File: config.mk
export PLATFORM = sky130hd
export DESIGN_NAME = lut_cell
export DESIGN_NICKNAME = d
export VERILOG_FILES = /design/src/rtl/lut_cell_pkg.sv /design/src/rtl/lut_cfg_chain.sv /design/src/rtl/lut_table.sv /design/src/rtl/lut_shannon_mux.sv /design/src/rtl/lut_out_stage.sv /design/src/rtl/lut_cell.sv
export SDC_FILE = /design/constraint.sdc
export NUM_CORES = 1
export LEC_CHECK = 0
export BUFFER_PORTS_ARGS = -buffer_cell sky130_fd_sc_hd__buf_2
export CORE_AREA = 4 4 105 107
export CTS_BUF_LIST = sky130_fd_sc_hd__clkbuf_2 sky130_fd_sc_hd__clkbuf_4 sky130_fd_sc_hd__clkbuf_8
export DETAILED_ROUTE_END_ITERATION = 8
export DIE_AREA = 0 0 109 111
export GPL_TIMING_DRIVEN = 0
export PLACE_DENSITY = 0.46
export SYNTH_ARGS = -nofsm -noshare
export SYNTH_HDL_FRONTEND = slang
export SYNTH_SLANG_ARGS = --single-unit
File: constraint.sdc
create_clock -name clk -period 3.5 [get_ports clk]
set_clock_uncertainty 0.05 [all_clocks]
set_input_delay 0.35 -clock clk [delete_from_list [all_inputs] [get_ports clk]]
set_output_delay 0.35 -clock clk [all_outputs]
set_load 0.03 [all_outputs]
File: src/rtl/lut_cell_pkg.sv
package lut_cell_pkg;

    localparam int LUT_K     = 4;
    localparam int TBL_DEPTH = 1 << LUT_K;
    localparam int NUM_TBL   = 4;
    localparam int SEL_W     = $clog2(NUM_TBL);
    localparam int NUM_VARS  = LUT_K + SEL_W;
    localparam int TBL_BITS  = NUM_TBL * TBL_DEPTH;
    localparam int MODE_W    = 2;
    localparam int CFG_W     = TBL_BITS + MODE_W + 1;

    typedef enum logic [MODE_W-1:0] {
        MODE_IN4  = 2'b00,
        MODE_IN5  = 2'b01,
        MODE_IN6  = 2'b10,
        MODE_IN6B = 2'b11
    } lut_mode_e;

    // Packed layout: mode in the top bits, then output select, then tables.
    typedef struct packed {
        lut_mode_e             mode;
        logic                  use_reg;
        logic [TBL_BITS-1:0]   tbl;
    } cell_cfg_t;

    // Which cofactor table the upper variables select in a given mode.
    function automatic logic [SEL_W-1:0] table_pick(input lut_mode_e m,
                                                    input logic [SEL_W-1:0] hi);
        logic [SEL_W-1:0] r;
        case (m)
            MODE_IN4: r = '0;
            MODE_IN5: r = {{(SEL_W-1){1'b0}}, hi[0]};
            default:  r = hi;
        endcase
        return r;
    endfunction

endpackage

File: src/rtl/lut_cfg_chain.sv
module lut_cfg_chain
    import lut_cell_pkg::*;
#(
    parameter int W = CFG_W
) (
    input  logic         clk,
    input  logic         rst,
    input  logic         cfg_en,
    input  logic         cfg_din,
    output logic [W-1:0] cfg_bits
);

    logic [W-1:0] sr;

    always_ff @(posedge clk) begin
        if (rst)
            sr <= '0;
        else if (cfg_en)
            sr <= {sr[W-2:0], cfg_din};
    end

    assign cfg_bits = sr;

    // each enabled edge moves the chain by one place and enters the new bit at the bottom
    a_r2_shift_in: assert property (@(posedge clk) disable iff (rst)
        cfg_en |=> (sr[0] == $past(cfg_din)) && (sr[W-1:1] == $past(sr[W-2:0])));

    // configuration is retained while not shifting
    a_r10_cfg_hold: assert property (@(posedge clk) disable iff (rst)
        !cfg_en |=> $stable(sr));

    // reset empties the chain
    a_r9_cfg_clear: assert property (@(posedge clk)
        rst |=> (sr == '0));

endmodule

File: src/rtl/lut_table.sv
module lut_table #(
    parameter int K = 4,
    localparam int DEPTH = 1 << K
) (
    input  logic [DEPTH-1:0] bits,
    input  logic [K-1:0]     addr,
    output logic             q
);

    assign q = bits[addr];

endmodule

File: src/rtl/lut_shannon_mux.sv
module lut_shannon_mux
    import lut_cell_pkg::*;
(
    input  logic               clk,
    input  logic               rst,
    input  lut_mode_e          mode,
    input  logic [NUM_TBL-1:0] tbl_q,
    input  logic [SEL_W-1:0]   hi,
    output logic               f
);

    logic [SEL_W-1:0] pick;

    assign pick = table_pick(mode, hi);
    assign f    = tbl_q[pick];

    // in five-input mode the top variable plays no part in the result
    a_r5_top_ignored: assert property (@(posedge clk) disable iff (rst)
        (mode == MODE_IN5 && hi[0] == 1'b0) |-> (f == tbl_q[0]));

    // four-input mode reads only table 0
    a_r4_table0_only: assert property (@(posedge clk) disable iff (rst)
        (mode == MODE_IN4) |-> (f == tbl_q[0]));

endmodule

File: src/rtl/lut_out_stage.sv
module lut_out_stage (
    input  logic clk,
    input  logic rst,
    input  logic ce,
    input  logic use_reg,
    input  logic quiet,
    input  logic d,
    output logic y
);

    logic q;

    always_ff @(posedge clk) begin
        if (rst)
            q <= 1'b0;
        else if (ce)
            q <= d;
    end

    assign y = quiet ? 1'b0 : (use_reg ? q : d);

    // the flip-flop takes the function value one edge later when enabled
    a_r8_capture: assert property (@(posedge clk) disable iff (rst)
        ce |=> (q == $past(d)));

    // the flip-flop holds without clock enable
    a_r8_hold: assert property (@(posedge clk) disable iff (rst)
        !ce |=> $stable(q));

    // reset clears the flip-flop
    a_r9_ff_clear: assert property (@(posedge clk)
        rst |=> (q == 1'b0));

endmodule

File: src/rtl/lut_cell.sv
module lut_cell
    import lut_cell_pkg::*;
(
    input  logic                clk,
    input  logic                rst,
    input  logic                cfg_en,
    input  logic                cfg_din,
    input  logic                ce,
    input  logic [NUM_VARS-1:0] in_vars,
    output logic                y
);

    logic [CFG_W-1:0]   cfg_bits;
    cell_cfg_t          cfg;
    logic [NUM_TBL-1:0] tbl_q;
    logic               f_val;

    lut_cfg_chain #(.W(CFG_W)) u_chain (
        .clk      (clk),
        .rst      (rst),
        .cfg_en   (cfg_en),
        .cfg_din  (cfg_din),
        .cfg_bits (cfg_bits)
    );

    assign cfg = cell_cfg_t'(cfg_bits);

    for (genvar t = 0; t < NUM_TBL; t++) begin : g_tbl
        lut_table #(.K(LUT_K)) u_tbl (
            .bits (cfg.tbl[t*TBL_DEPTH +: TBL_DEPTH]),
            .addr (in_vars[LUT_K-1:0]),
            .q    (tbl_q[t])
        );
    end

    lut_shannon_mux u_mux (
        .clk   (clk),
        .rst   (rst),
        .mode  (cfg.mode),
        .tbl_q (tbl_q),
        .hi    (in_vars[NUM_VARS-1:LUT_K]),
        .f     (f_val)
    );

    lut_out_stage u_out (
        .clk     (clk),
        .rst     (rst),
        .ce      (ce),
        .use_reg (cfg.use_reg),
        .quiet   (cfg_en),
        .d       (f_val),
        .y       (y)
    );

endmodule

==> metrics.yaml <==
outcome:
  status: "completed"
die:
  start_util_pct: 29.4
  die-height_um: 111
  ios: 12
  rows: 37
  die_w_um: 109
  coreArea_mm2: 0.0101
  die-area_mm2: 0.0121
setup_path:
  worstSetupEndpointType: "output port"
  cp_slowest_cell: "clkbuf_1"
  r2r_end: "u_out.q"
  crit_chain: "buf_2, clkbuf_1, mux4_1, mux2_2, a32oi_1, o21ai_1, a32oi_1, a211oi_1, buf_2"
  r2r_start: "u_chain.cfg_bits[27]"
  path_buf_inv: 3
  slowest_delay_ns: 0.42
  path_class: "input pin to output port"
  crit_fanout: 10
  reg2reg_depth: 6
  start_kind: "input pin"
  reg2reg_slack_ns: 1.51
  required_ns: 3.10
  crit_family: "compound AO/OA/AOI/OAI gates"
  crit_arrival_ns: 2.43
worst_hold_path:
  whs_path_depth: 2
  hold_path_class: "input pin to flip-flop"
  worstHoldStart: "ce"
  hold_end: "u_out.q"
timing:
  finalSetupTns_ns: 0
  slew_headroom_pct: 51.2
  worstMarginPinSlew_ns: 0.733
  timing.fmax_ghz: 0.353
  finalHoldViolCount: 0
  rsz0062_at_grt: "false"
  finalCritPeriodShare_pct: 80.9
  setup-violations-final: 0
  min_period_ns: 2.83
  maxSlewViolCount: 0
global_route:
  grt_use_total_pct: 11.1
  grt_antenna_before_repair: 0
  grt_max_degree: 12
  grt_pass1_wl_mm: 10.6
  grt_overflow_total: 0
  first_global_vias: 2079
clocking:
  root_buffer: "clkbuf_8"
  insertion_delay_ns: 0.34
  post-cts-setup-buffer-count: 0
  clk_pin_slew_worst_paths_ns: 0.07
  cts_tree: "done"
  cts.sinks: 68
  hold_buffers: 0
  numCtsBuffers: 9
  htreeDepth: 3
  cts_resized: 0
  cts.path.max_buffers: 2
placed_design:
  gp_congestion: 0.774
  post-dp-hpwl_mm: 4.28
  dpl-instance-area_mm2: 0.00318
  portBuffers: 7
  placedCellCount: 428
layout:
  finalNonFillerCells: 444
  diodes: 0
  drive_gt1_share_pct: 11.4
  syn_to_final_growth_pct: 13.7
  final_nets: 314
  final_cell_mix: "mux2i_1, nor2_1, dfxtp_1, clkbuf_8, clkbuf_1"
  design_area_mm2: 0.00338
  final_common_cell: "mux2i_1"
drt:
  routed_wl_mm: 6.05
  dr_total_vias: 2010
  viasPerCell: 4.53
  drt_iter0_markers: 110
  remaining_drc_errors: 0
  wl_per_cell_um: 13.6
  ant_nets: 0
  drt_first_pass_iters: 4
synth:
  ys_seq_elements: 68
  netlist_top_cells_area: "dfxtp_1, mux2i_1, nor2_1"
  synth.yosys.seq_area_share_pct: 45.7
  synth_area_mm2: 0.00298
  yosysUniqueCellTypes: 27
  yosysTopAreaCellShare_pct: 45.7
  synth-warning-count: 0
  syn_avg_cell_area_um2: 10.4
  post-synth-top-area-cell: "dfxtp_1"
  syn_nets: 296
  synthCells: 285
run:
  maxCapViolCount: 0
power_and_ir_drop:
  ir_drop_mv: 0.230
  cellPowerDensity_mw_per_mm2: 454
  leakagePower_nw: 1.46
[logic make-up after synthesis]
family / synth area share [%]
buffers and inverters: 3.74
muxes: 35.2
and+or+nand+nor: 10.3
AOI/OAI and AO/OA: 5.13
DFF: 45.7
[worst reg2reg max path: stages (launching register included)]
cell      delay (ns)
dfxtp_1         0.33
mux4_1          0.49
mux2_2          0.29
a32oi_1         0.17
o21ai_1         0.09
a32oi_1         0.32
a211oi_1        0.12
[per-stage QoR]
| stage | setup WS, ns | power (mW) | util (%) | hold slack [ns] |
|---|---|---|---|---|
| after floorplan | 0.896 | 0.875 | - | 0.396 |
| final | 0.667 | 1.53 | 33.4 | 0.142 |
| after global placement | 0.611 | 0.903 | 31.4 | 0.444 |
| after detailed placement | 0.637 | 0.902 | 31.4 | 0.450 |
| after CTS | 0.613 | 1.56 | 33.4 | 0.130 |
| after global routing | 0.475 | 1.59 | 33.4 | 0.145 |
[registers in the layout, indices dropped and copies added (netlist names)]
register / count
u_chain.cfg_bits: 67
u_out.q: 1
[metal layers]
metal / vias to the layer above / GRT usage (%) / part of all wire [%]
li1: 1033 / - / -
met1: 940 / 15.8 / 52
met2: 28 / 15.7 / 43
met3: 9 / 3.15 / 2.8
met4: 0 / 4.29 / 1.5
met5: - / 0 / 0
[worst max path at each step]
stage	from	endpoint	slack, ns	depth (start not counted)
floorplan	in_vars[0]	y	0.90	9
global placement	in_vars[2]	y	0.61	9
detailed placement	in_vars[2]	y	0.64	9
CTS	in_vars[2]	y	0.61	9
global route	in_vars[2]	y	0.47	9
finish	in_vars[2]	y	0.67	9
[Yosys cell counts]
library cell  count
mux4_1            2
a22oi_1           8
or2b_1            1
o21a_1            1
buf_1             5
buf_2             2
buf_6             3
mux2i_1          87
a211oi_1          2
nor2_1           71
buf_4             1
nor2b_1           1
inv_1             1
nand2_1           3
a21o_1            1
a21oi_1           3
clkbuf_1         10
a311oi_1          1
a32oi_1           2
mux4_2            5
and2b_1           1
o21ai_0           2
o21ai_1           1
a31oi_1           1
and2_1            1
dfxtp_1          68
mux2_2            1
[power breakdown]
group | internal (mW) | switching [mW]
Clock | 0.363 | 0.290
Combinational | 0.0431 | 0.0622
Sequential | 0.776 | 0.00155
Total | 1.18 | 0.353
[layout make-up]
| class | instances | area (um2) |
|---|---|---|
| fill | 1059 | 6750 |
| clock inverter | 5 | 50.0 |
| buffer | 21 | 108 |
| clock buffer | 11 | 151 |
| timing repair buffer | 7 | 35.0 |
| tap | 136 | 170 |
| inverter | 1 | 3.75 |
| multi-input combinational | 195 | 1510 |
| sequential | 68 | 1360 |
Note: power is estimated with default switching activity, not from simulation.
